$ cat config.mk
export PLATFORM = sky130hd
export DESIGN_NAME = coef_store
export DESIGN_NICKNAME = d
export VERILOG_FILES = /design/src/rtl/coef_store.sv
export SDC_FILE = /design/constraint.sdc
export NUM_CORES = 1
export LEC_CHECK = 0
export BUFFER_PORTS_ARGS = -buffer_cell sky130_fd_sc_hd__buf_2
export CAP_MARGIN = 20
export CORE_ASPECT_RATIO = 0.7
export CORE_MARGIN = 4
export CORE_UTILIZATION = 35
export DETAILED_ROUTE_END_ITERATION = 8
export PLACE_DENSITY = 0.52
export RECOVER_POWER = 25
export SYNTH_ARGS = -nofsm -noshare
export SYNTH_HDL_FRONTEND = slang
export SYNTH_SLANG_ARGS = --single-unit
$ cat constraint.sdc
create_clock -name clk -period 6.7 [get_ports clk]
set_input_delay 0.67 -clock clk [delete_from_list [all_inputs] [get_ports clk]]
set_output_delay 0.67 -clock clk [all_outputs]
set_load 0.005 [all_outputs]
$ cat src/rtl/coef_store.sv
module coef_store #(
  parameter int WORDS       = 8,
  parameter int WIDTH       = 16,
  parameter int BUSY_CYCLES = 12000
) (
  input  logic                             clk,
  input  logic                             rst_n,
  input  logic                             test_en,
  input  logic                             erase_req,
  input  logic                             bitset_req,
  input  logic [$clog2(WORDS*WIDTH)-1:0]   bit_addr,
  input  logic                             reg_wr,
  input  logic [$clog2(WORDS)-1:0]         reg_addr,
  input  logic [WIDTH-1:0]                 reg_wdata,
  input  logic                             conv_req,
  input  logic                             conv_reload,
  input  logic [$clog2(WORDS)-1:0]         rd_addr,
  output logic [WIDTH-1:0]                 rd_data,
  output logic                             busy,
  output logic                             loading,
  output logic                             conv_start,
  output logic                             err
);
  localparam int BITS  = WORDS * WIDTH;
  localparam int RA_W  = $clog2(WORDS);
  localparam int CNT_W = $clog2(BUSY_CYCLES + 1);
  localparam logic [CNT_W-1:0] BUSY_LOAD = CNT_W'(BUSY_CYCLES);
  localparam logic [RA_W-1:0]  LAST_IDX  = RA_W'(WORDS - 1);

  logic [BITS-1:0]  mem;
  logic [WIDTH-1:0] regs [WORDS];
  logic [CNT_W-1:0] busy_cnt;
  logic [RA_W-1:0]  ld_idx;

  wire blocked   = busy | loading;
  wire any_req   = erase_req | bitset_req | reg_wr | conv_req;
  wire erase_go  = erase_req & ~blocked;
  wire set_go    = bitset_req & ~erase_req & ~blocked;
  wire wr_go     = reg_wr & ~blocked;
  wire conv_go   = conv_req & ~blocked;
  wire reload_go = conv_go & (conv_reload | ~test_en);
  wire load_last = loading && (ld_idx == LAST_IDX);

  assign busy    = (busy_cnt != '0);
  assign rd_data = regs[rd_addr];

  always_ff @(posedge clk) begin
    if (erase_go)    mem <= '0;
    else if (set_go) mem[bit_addr] <= 1'b1;
  end

  always_ff @(posedge clk or negedge rst_n) begin
    if (!rst_n)                 busy_cnt <= '0;
    else if (erase_go | set_go) busy_cnt <= BUSY_LOAD;
    else if (busy)              busy_cnt <= busy_cnt - 1'b1;
  end

  always_ff @(posedge clk or negedge rst_n) begin
    if (!rst_n) begin
      loading <= 1'b0;
      ld_idx  <= '0;
    end else if (reload_go) begin
      loading <= 1'b1;
      ld_idx  <= '0;
    end else if (loading) begin
      if (load_last) loading <= 1'b0;
      ld_idx <= ld_idx + 1'b1;
    end
  end

  always_ff @(posedge clk or negedge rst_n) begin
    if (!rst_n) begin
      for (int i = 0; i < WORDS; i++) regs[i] <= '0;
    end else if (loading) begin
      regs[ld_idx] <= mem[ld_idx*WIDTH +: WIDTH];
    end else if (wr_go) begin
      regs[reg_addr] <= reg_wdata;
    end
  end

  always_ff @(posedge clk or negedge rst_n) begin
    if (!rst_n) begin
      conv_start <= 1'b0;
      err        <= 1'b0;
    end else begin
      conv_start <= (conv_go & ~reload_go) | load_last;
      err        <= any_req & blocked;
    end
  end

  logic regs_any;
  always_comb begin
    regs_any = 1'b0;
    for (int i = 0; i < WORDS; i++) regs_any = regs_any | (|regs[i]);
  end

  a_r2_no_bit_clear: assert property (@(posedge clk) disable iff (!rst_n)
    !$past(erase_go) |-> ((mem & $past(mem)) == $past(mem)));
  a_r4_busy_starts: assert property (@(posedge clk) disable iff (!rst_n)
    ((erase_req | bitset_req) && !blocked) |=> busy);
  a_r5_err_on_blocked: assert property (@(posedge clk) disable iff (!rst_n)
    (any_req && blocked) |=> err);
  a_r5_mem_frozen: assert property (@(posedge clk) disable iff (!rst_n)
    blocked |=> $stable(mem));
  a_r6_regs_cleared: assert property (@(posedge clk)
    !rst_n |=> !regs_any);
  a_r7_start_after_load: assert property (@(posedge clk) disable iff (!rst_n)
    $fell(loading) |-> conv_start);
endmodule

==> metrics.cfg, run 1 <==
[status]
status=complete, no violations

[min_path]
hold_class=primary input to asynchronous set/reset pin

[logic_synthesis]
yosys.area_share.simple_pct=17.1
ys_top_cells_by_area=dfrtp_1 (29%), dfxtp_1 (20%), a221o_1 (6.8%), nor2_1 (6.7%), mux4_2 (5.6%)
synth_commonest_cells=nor2_1 (229), dfrtp_1 (148), a21oi_1 (139)
syn-num-nets=1355
synthMuxAreaShare_pct=9.52
ys_seq_area_share_pct=48.6
synth.distinct_cells=63
synth_warnings=0
synth_area_per_cell_um2=9.80
synth.most_common_cell=nor2_1
synth_top_area_share_pct=28.7
synth_fa_ha_area_share_pct=0.291
synth_async_sr_flop_share_pct=53.6
synth-compound-area-share_pct=20.2
synth_seq_cells=276
synth_top_family_by_area=compound AO/OA/AOI/OAI gates
synth_edf_count=0
netlist_area_mm2=0.0129
ys.flop_type=dfrtp_1
syn_inst=1315
synth_top_area_cell=dfrtp_1
synthXorXnorAreaFrac_pct=0.408

[grt]
grt_overflow=0
grt_start_max_net_pins=96
grt_pass1_wl_um=67700
grt_pass1_vias=10500
globalRouteTotalUtil_pct=21.8
antenna_found_initial=0

[layout]
drive_gt1_share_pct=15.2
diodes=0
fillers=3610
area.growth.synth_to_final_pct=12.2
final_cells=1818
nets=1356
register_area_mm2=0.00627
multiInputGateArea_mm2=0.00613
postLayoutCellArea_mm2=0.0145

[critical_path]
crit_fanout=8
cp_data_required_time_ps=7190
path_class=register to register
startpoint_type=register
crit_path_end_kind=register
reg2regPathDepth=7
worstPathArrival_ps=3760

[timing]
worst_pin_slew_ps=1140
fmax_mhz=306
min_period_ps=3270
timing.hold.ws_ps=149
hold_violations=0
setup_tns_ps=0
rsz0062_at_grt=no
finalCritPeriodShare_pct=48.7
fin_skew_ps=11.7
drv_slew=0
slew_headroom_pct=23.9
setup_viol=0
setup_ws_ps=3430

[floorplanning]
core_mm2=0.0361
dieWidth_um=237
rows=58
num_io_pins=57
start_util_pct=35.7
dieArea_mm2=0.0400
die_height_um=169

[placement]
dp_hpwl_um=28700
dp_cells=1766
gp_congestion=0.830
placed_cell_area_mm2=0.0135
pre_cts_slack_ps=3490
io_buffers=56

[detailed_routing]
drt-pass1-iter-count=5
antenna_left=0
drt-total-wl_um=44500
drtIter0Drc=1147
route.detailed.drc=0
drt-wirelength-per-cell_um=24.5
vias_per_cell=5.92
vias=10800

[clock_network]
clk_latency_ps=560
post_cts_resize_count=0
post_cts_buffers=0
cts_buffer_depth=3
cts_root_buf=clkbuf_16
htreeDepth=1
holdBufCountCts=0
cts.sink_count=276
tritoncts=yes
cts_buffers=28
clkSlewWorstSetupHoldPaths_ps=60

[power]
ir_drop_mv=0.163
pwr_density_cell_mw_per_mm2=244
p_leak_nw=6.06

[job]
maxCapViolations=0

-- registers in the layout (all words and copies together) (netlist names) --
name,flops
busy_cnt,14
conv_start,1
err,1
ld_idx,3
loading,1
mem,128
regs,128
-- cell families (layout without fill, tap and decap cells) --
| kind of cell | count (synthesis) | in the layout |
|---|---|---|
| AO/OA/AOI/OAI | 366 | 366 |
| buffers and inverters | 126 | 149 |
| AND/OR/NAND/NOR | 458 | 458 |
| multiplexers | 80 | 80 |
| adder cells (fa/ha/maj) | 3 | 3 |
| flip-flops | 276 | 276 |
| XOR/XNOR | 6 | 6 |
-- area by class of cell --
type / count / area share, %
Clock inverter: 2 / 0.0692
Sequential cell: 276 / 43.3
Inverter: 11 / 0.286
Timing Repair Buffer: 86 / 3.53
Clock buffer: 50 / 6.26
Multi-Input combinational cell: 913 / 42.4
Tap cell: 480 / 4.15
-- path summary, 6_finish.rpt --
| kind | startpoint | end | slack (ps) |
|---|---|---|---|
| max in group asynchronous | rst_n | regs[23]$_DFFE_PN0P_ | 5060 |
| worst max register to register | busy_cnt[0]$_DFFE_PN0P_ | regs[8]$_DFFE_PN0P_ | 3430 |
| worst min-delay path | rst_n | busy_cnt[4]$_DFFE_PN0P_ | 150 |
| min in group clk | conv_req | conv_start$_DFF_PN0_ | 390 |
| worst min register to register | mem[11]$_SDFFE_PP0P_ | mem[11]$_SDFFE_PP0P_ | 460 |
| worst max-delay path | busy_cnt[0]$_DFFE_PN0P_ | regs[8]$_DFFE_PN0P_ | 3430 |
-- report_power, final --
part	leakage, nW	switching [W]	internal (W)
registers	2.86	0.0000427	0.00169
logic	2.75	0.000128	0.0000713
clock network	0.449	0.000683	0.000908
-- placed cells by master, fill, tap and decap left out, types with 9 or more instances in the layout --
cell type,Yosys,final
nor2_1,229,229
dfrtp_1,148,147
a21oi_1,139,139
dfxtp_1,128,128
a221o_1,87,87
buf_2,10,54
nand2_1,53,53
nor3_1,41,39
a22oi_1,36,36
mux4_2,32,32
nor2b_1,32,32
o21ai_0,31,31
clkbuf_16,0,30
buf_4,0,30
mux2i_1,28,28
mux2_2,20,20
and2_1,17,16
nand3_1,15,15
a221oi_1,14,14
clkbuf_1,78,13
nor4_1,12,12
inv_1,11,11
nand2b_1,10,10
or2_2,10,10
and3_1,9,9
-- layer usage --
layer | track usage (%) | up-vias | wire length (um)
met5 | 0 | - | 0
met4 | 4.67 | 0 | 940
met3 | 5.05 | 68 | 3760
met2 | 30.7 | 445 | 18400
met1 | 33.9 | 5399 | 21400
li1 | - | 4854 | -
-- through the flow --
stage	utilization, %	power [W]
after floorplan	-	0.00189
after global placement	37.5	0.00196
after detailed placement	37.5	0.00196
after CTS	40.0	0.00355
after global routing	40.0	0.00364
final	40.0	0.00352
-- critical path: stages (launching register included) --
cell and delay, ps:
dfrtp_1 410, inv_1 90, ha_1 200, or3b_2 520
nor4b_2 550, nand3_1 250, nor2_1 880, a221o_1 290
Power figures use the tool's default switching activity.
==> run 2, diff against run 1 <==
PLACE_DENSITY = 0.54   (was 0.52)
clock period = 2.8 ns   (was 6.7 ns; I/O delays follow)
==> run 2 against run 1 <==
Compared with the run above:
- the flow now finishes with violations (max-capacitance violations, max-slew violations)
- die area did not move
- maximum frequency rose by 22%
- sequential share of layout area fell by 1.5 points
- register-to-register slack got worse by 3300 ps
- largest cell class unchanged
==> metrics.cfg, run 2 (synthesized netlist as in run 1, its figures left out) <==
[floorplanning]
core_mm2=0.0361  ; unchanged
num_io_pins=57  ; unchanged
die_height_um=169  ; unchanged
dieWidth_um=237  ; unchanged
dieArea_mm2=0.0400  ; unchanged
start_util_pct=35.7  ; unchanged
rows=58  ; unchanged

[grt]
antenna_found_initial=0  ; unchanged
grt_overflow=0  ; unchanged
globalRouteTotalUtil_pct=22.5  ; was 21.8%
grt_start_max_net_pins=71  ; was 96
grt_pass1_wl_um=69800  ; was 67,700 um
grt_pass1_vias=10900  ; was 10,500

[timing]
min_period_ps=2670  ; was 3270 ps
setup_viol=0  ; unchanged
drv_slew=69  ; was 0
slew_headroom_pct=-32.4  ; was 23.9%
worst_pin_slew_ps=1990  ; was 1140 ps
hold_violations=0  ; unchanged
fmax_mhz=374  ; was 306 MHz
fin_skew_ps=11.9  ; was 11.7 ps
finalCritPeriodShare_pct=95.5  ; was 48.7%
rsz0062_at_grt=no  ; unchanged

[critical_path]
worstPathArrival_ps=3110  ; was 3760 ps
reg2regPathDepth=6  ; was 7
crit_path_end_kind=register  ; unchanged
worst_path_max_delay_cell=or4b_4  ; was nor2_1
reg2reg_to=regs[119]$_DFFE_PN0P_  ; was regs[8]$_DFFE_PN0P_
cp_data_required_time_ps=3240  ; was 7190 ps
r2r-start=busy_cnt[0]$_DFFE_PN0P_  ; unchanged
path_class=register to register  ; unchanged
crit_start=busy_cnt[0]$_DFFE_PN0P_  ; unchanged
critPathMaxStageDelay_ps=550  ; was 880 ps
worstPathCellList=inv_1 -> ha_1 -> or3b_2 -> or4b_4 -> o21a_2 -> a221o_1  ; was inv_1 -> ha_1 -> or3b_2 -> nor4b_2 -> nand3_1 -> nor2_1 -> a221o_1
crit_fanout=15  ; was 8
crit_path_end=regs[119]$_DFFE_PN0P_  ; was regs[8]$_DFFE_PN0P_
startpoint_type=register  ; unchanged
r2r_slack_ps=130  ; was 3430 ps

[layout]
fin_util_pct=41.5  ; was 40.0%
fillers=3519  ; was 3,610
diodes=0  ; unchanged
top_regs=mem x128, regs x128, busy_cnt x14  ; unchanged
layout_commonest_cell=nor2_1  ; unchanged
drive_gt1_share_pct=18.1  ; was 15.2%
area.growth.synth_to_final_pct=16.3  ; was 12.2%
nets=1401  ; was 1,356
postLayoutCellArea_mm2=0.0150  ; was 0.0145 mm^2
final_cells=1862  ; was 1,818
mostFrequentLayoutCells=nor2_1 (229), dfrtp_1 (147), a21oi_1 (139)  ; unchanged

[clock_network]
htreeDepth=1  ; unchanged
tritoncts=yes  ; unchanged
clk_latency_ps=560  ; about the same
clkSlewWorstSetupHoldPaths_ps=70  ; was 60 ps
cts_buffers=28  ; unchanged
cts_root_buf=clkbuf_16  ; unchanged
cts_buffer_depth=3  ; unchanged
post_cts_buffers=0  ; unchanged
cts.sink_count=276  ; unchanged

[job]
maxCapViolations=1  ; was 0

[placement]
gp_congestion=0.875  ; was 0.830
dp_hpwl_um=30600  ; was 28,700 um
placed_cell_area_mm2=0.0140  ; was 0.0135 mm^2
dp_cells=1809  ; was 1,766
io_buffers=56  ; unchanged

[power]
pwr_density_cell_mw_per_mm2=566  ; was 244 mW/mm^2
p_leak_nw=6.33  ; was 6.06 nW
power_w=0.00848  ; was 0.00352 W
ir_drop_mv=0.441  ; was 0.163 mV

[min_path]
hold_class=primary input to register  ; was primary input to asynchronous set/reset pin
hold_depth=3

[detailed_routing]
vias_per_cell=5.99  ; was 5.92
drt-total-wl_um=45600  ; was 44,500 um
drtIter0Drc=1201  ; was 1,147
antenna_left=0  ; unchanged
drt-wirelength-per-cell_um=24.5  ; about the same
route.detailed.drc=0  ; unchanged
drt-pass1-iter-count=5  ; unchanged
vias=11100  ; was 10,800

[status]
violations=max-capacitance violations, max-slew violations
status=finished with violations  ; was complete, no violations

run 2: repair_timing:
| action | CTS | global route |
|---|---|---|
| hold endpoints to repair | 69 | 0 |
| hold buffers | 2 | 0 |
| endpoints found under the setup margin | 9 | 0 |
| resized for setup | 1 | 0 |
run 2: through the flow:
stage	worst slack, ps	TNS (ps)	hold slack [ps]
final	127	0	41.3
after global routing	36.0	0	40.1
after CTS	126	0	32.4
after detailed placement	-17.7	-89.3	343
after global placement	6.34	0	344
after floorplan	252	0	-15.6
run 2: metal layers:
metal	share of wire, %	global-route usage (%)	up-vias
met4	2.2	4.72	0
li1	-	-	4929
met3	10	6.61	72
met1	46	33.8	5619
met5	0	0	-
met2	41	32.1	529
run 2: worst max-delay path, delay by kind of cell (launching register included):
| kind | cells | cell delay (ps) |
|---|---|---|
| AND/OR/NAND/NOR | 2 | 1060 |
| flip-flops | 1 | 410 |
| AO/OA/AOI/OAI | 2 | 780 |
| buffers and inverters | 1 | 90 |
| adder cells (fa/ha/maj) | 1 | 210 |
run 2: area by class of cell:
cell class              count  area [um^2]  area share [%]
clock buffers              44          873            5.83
multi-input cells         913         6130            40.9
flip-flops and latches    276         6270            41.8
clock inverters             7         61.3           0.409
inverters                  11         41.3           0.276
repair buffers            131         1010            6.75
well taps                 480          601            4.01
run 2: how the worst min path moves through the flow:
stage | from | to
floorplan | rst_n | busy_cnt[0]$_DFFE_PN0P_
global placement | rst_n | busy_cnt[4]$_DFFE_PN0P_
detailed placement | rst_n | busy_cnt[4]$_DFFE_PN0P_
CTS | test_en | conv_start$_DFF_PN0_
global route | test_en | conv_start$_DFF_PN0_
finish | test_en | conv_start$_DFF_PN0_
run 2: where the power goes:
group | leakage, nW | switching (W) | internal [W]
clock network | 0.462 | 0.00161 | 0.00223
registers | 2.86 | 0.000102 | 0.00404
logic | 3.01 | 0.000316 | 0.000189
total | 6.33 | 0.00203 | 0.00646
==> run 3, diff against run 2 <==
ABC_AREA = 1   (was unset)
==> run 3 against run 2 <==
Compared with the run above:
- the run still ends with max-capacitance violations, max-slew violations left
- hold slack got worse by 20 ps
- worst setup slack improved by 230 ps
- register-to-register slack gained 230 ps
- power is 1.0% higher
- utilization shrank 1.7 points
- clock skew is 5.9 ps higher
- critical endpoint is now mem[39]$_SDFFE_PP0P_
- final area grew 5.4%
- final cell count grew 38%
- critical path type unchanged
- combinational power up 14%
- via count grew 20%
==> metrics.cfg, run 3 <==
[logic_synthesis]
synth_commonest_cells=nand2_1 (488), nand3_1 (282), nor2_1 (246)  ; was nor2_1 (229), dfrtp_1 (148), a21oi_1 (139)
synth_async_sr_flop_share_pct=53.6  ; unchanged
synth.most_common_cell=nand2_1  ; was nor2_1
ys.flop_type=dfrtp_1  ; unchanged
synth_area_per_cell_um2=7.00  ; was 9.80 um^2
synth_top_area_share_pct=26.3  ; was 28.7%
ys_top_cells_by_area=dfrtp_1 (26%), dfxtp_1 (18%), nand2_1 (13%), nand3_1 (10%), o21ai_0 (7.2%)  ; was dfrtp_1 (29%), dfxtp_1 (20%), a221o_1 (6.8%), nor2_1 (6.7%), mux4_2 (5.6%)
synth_warnings=0  ; unchanged
synth.distinct_cells=36  ; was 63
ys_seq_area_share_pct=44.4  ; was 48.6%
netlist_area_mm2=0.0141  ; was 0.0129 mm^2
synth_top_area_cell=dfrtp_1  ; unchanged
synth_seq_cells=276  ; unchanged
syn-num-nets=2055  ; was 1,355
syn_inst=2015  ; was 1,315
synth_edf_count=0  ; unchanged

[floorplanning]
dieArea_mm2=0.0436  ; was 0.0400 mm^2
start_util_pct=35.5  ; was 35.7%
die_height_um=176  ; was 169 um
num_io_pins=57  ; unchanged
dieWidth_um=248  ; was 237 um
rows=61  ; was 58
core_mm2=0.0398  ; was 0.0361 mm^2

[detailed_routing]
drtIter0Drc=1643  ; was 1,201
vias=13400  ; was 11,100
route.detailed.drc=0  ; unchanged
drt-wirelength-per-cell_um=19.3  ; was 24.5 um
drt-total-wl_um=49600  ; was 45,600 um
vias_per_cell=5.19  ; was 5.99
antenna_left=0  ; unchanged
drt-pass1-iter-count=6  ; was 5

[clock_network]
cts_buffers=28  ; unchanged
post_cts_resize_count=0  ; was 1
tritoncts=yes  ; unchanged
cts_root_buf=clkbuf_16  ; unchanged
htreeDepth=1  ; unchanged
clkSlewWorstSetupHoldPaths_ps=60  ; was 70 ps
cts_buffer_depth=3  ; unchanged
cts.sink_count=276  ; unchanged
clk_latency_ps=560  ; about the same

[grt]
grt_overflow=0  ; unchanged
grt_pass1_wl_um=74400  ; was 69,800 um
grt_pass1_vias=11800  ; was 10,900
globalRouteTotalUtil_pct=22.2  ; was 22.5%
grt_start_max_net_pins=139  ; was 71
antenna_found_initial=2  ; was 0

[power]
pwr_density_cell_mw_per_mm2=543  ; was 566 mW/mm^2
ir_drop_mv=0.426  ; was 0.441 mV
p_leak_nw=7.30  ; was 6.33 nW
power_w=0.00857  ; was 0.00848 W

[layout]
drive_gt1_share_pct=8.45  ; was 18.1%
fillers=4230  ; was 3,519
layout_commonest_cell=nand2_1  ; was nor2_1
nets=2055  ; was 1,401
top_regs=mem x128, regs x128, busy_cnt x14  ; unchanged
diodes=0  ; unchanged
mostFrequentLayoutCells=nand2_1 (488), nand3_1 (282), nor2_1 (244)  ; was nor2_1 (229), dfrtp_1 (147), a21oi_1 (139)
area.growth.synth_to_final_pct=12.0  ; was 16.3%

[critical_path]
r2r-start=busy_cnt[0]$_DFFE_PN0P_  ; unchanged
reg2reg_to=mem[39]$_SDFFE_PP0P_  ; was regs[119]$_DFFE_PN0P_
worst_path_max_delay_cell=nor2_4  ; was or4b_4
worstPathCellList=inv_1 -> ha_1 -> nand2_1 -> nor2_4 -> nand2_2 -> nor2_4 -> buf_12 -> nand3_1 -> a21oi_1  ; was inv_1 -> ha_1 -> or3b_2 -> or4b_4 -> o21a_2 -> a221o_1
reg2regPathDepth=9  ; was 6
crit_fanout=36  ; was 15
worstPathArrival_ps=2920  ; was 3110 ps
crit_path_end_kind=register  ; unchanged
path_class=register to register  ; unchanged
path_common_cell=nor2_4
startpoint_type=register  ; unchanged
critPathMaxStageDelay_ps=550  ; about the same
r2r_slack_ps=360  ; was 130 ps
cp_data_required_time_ps=3280  ; was 3240 ps

[timing]
drv_slew=67  ; was 69
rsz0062_at_grt=no  ; unchanged
finalCritPeriodShare_pct=87.1  ; was 95.5%
setup_tns_ps=0  ; unchanged
setup_viol=0  ; unchanged
hold_violations=0  ; unchanged
setup_ws_ps=360  ; was 127 ps
fmax_mhz=410  ; was 374 MHz
fin_skew_ps=17.8  ; was 11.9 ps
worst_pin_slew_ps=1780  ; was 1990 ps
min_period_ps=2440  ; was 2670 ps
slew_headroom_pct=-18.8  ; was -32.4%

[min_path]
hold_class=primary input to register  ; unchanged
hp-start=conv_reload  ; was test_en
hold_depth=4  ; was 3
hold-path-endpoint=conv_start$_DFF_PN0_  ; unchanged

[status]
violations=max-capacitance violations, max-slew violations  ; unchanged
status=finished with violations  ; unchanged

[placement]
dp_hpwl_um=35600  ; was 30,600 um
pre_cts_slack_ps=415  ; was -17.7 ps
io_buffers=56  ; unchanged
gp_congestion=0.994  ; was 0.875

[job]
maxCapViolations=1  ; unchanged

-- run 3: changes by cell type after synthesis, sizes merged, moves of 36 or more --
cell | previous run | this run
nand3 | 15 | 294
nor3 | 41 | 2
o21ai | 31 | 206
nand2 | 53 | 493
a221o | 87 | 0
inv | 11 | 175
a22oi | 36 | 0
-- run 3: metal layers --
layer	routed length [um]	track usage (%)	vias up
li1	-	-	6515
met1	25900	38.0	6199
met2	18300	28.3	571
met3	4440	4.36	64
met4	911	3.50	2
met5	13	0	-
-- run 3: area by class of cell --
cell class,instances,area (um^2),share of cell area [%]
inverters,175,657,4.16
clock inverters,2,35.0,0.222
multi-input cells,1438,6540,41.4
repair buffers,96,738,4.67
clock buffers,49,891,5.64
well taps,535,669,4.24
flip-flops and latches,276,6270,39.7
-- run 3: through the flow --
step | hold WS, ps | utilization (%) | cells | area (um^2)
final | 20.9 | 39.7 | 2571 | 15800
after global routing | 55.3 | 39.7 | 2571 | 15800
after floorplan | -15.6 | - | 2015 | 14100
after CTS | 2.98 | 39.7 | 2571 | 15800
after detailed placement | 332 | 37.3 | 2517 | 14800
after global placement | 335 | 37.3 | 2517 | 14800
-- run 3: worst max-delay path: cells and delay by family (launching register included) --
| kind | cells | cell delay, ps |
|---|---|---|
| AOI/OAI and AO/OA | 1 | 160 |
| adders and majority gates | 1 | 190 |
| buffers and inverters | 2 | 360 |
| DFF | 1 | 370 |
| and+or+nand+nor | 5 | 1250 |
-- run 3: cell families after synthesis --
kind of cell,Yosys count,synth area share [%]
adders and majority gates,3,0.266
and+or+nand+nor,1043,31.4
AOI/OAI and AO/OA,385,14.1
DFF,276,44.4
xor gates and xnor gates,7,0.435
buffers and inverters,301,9.35
-- run 3: worst max-delay path by stage --
stage | endpoint | cells after the start | slack (ps) | startpoint
3_5_place_dp | mem[18]$_SDFFE_PP0P_ | 9 | 420 | busy_cnt[0]$_DFFE_PN0P_
2_1_floorplan | regs[126]$_DFFE_PN0P_ | 11 | 1030 | busy_cnt[0]$_DFFE_PN0P_
3_3_place_gp | mem[36]$_SDFFE_PP0P_ | 9 | 480 | busy_cnt[0]$_DFFE_PN0P_
6_report | mem[39]$_SDFFE_PP0P_ | 9 | 360 | busy_cnt[0]$_DFFE_PN0P_
5_1_grt | regs[57]$_DFFE_PN0P_ | 9 | 140 | busy_cnt[0]$_DFFE_PN0P_
4_1_cts | mem[39]$_SDFFE_PP0P_ | 9 | 370 | busy_cnt[0]$_DFFE_PN0P_
-- run 3: repair_timing --
item                                    CTS  global route
endpoints found under the hold margin    68             0
endpoints found under the setup margin    0             0
hold buffers                              3             0
buffers inserted                          0             0
-- run 3: where the power goes --
part	leakage, nW	switching, W	internal (W)
clock network	0.453	0.00161	0.00223
registers	2.97	0.0000818	0.00407
logic	3.87	0.000412	0.000166
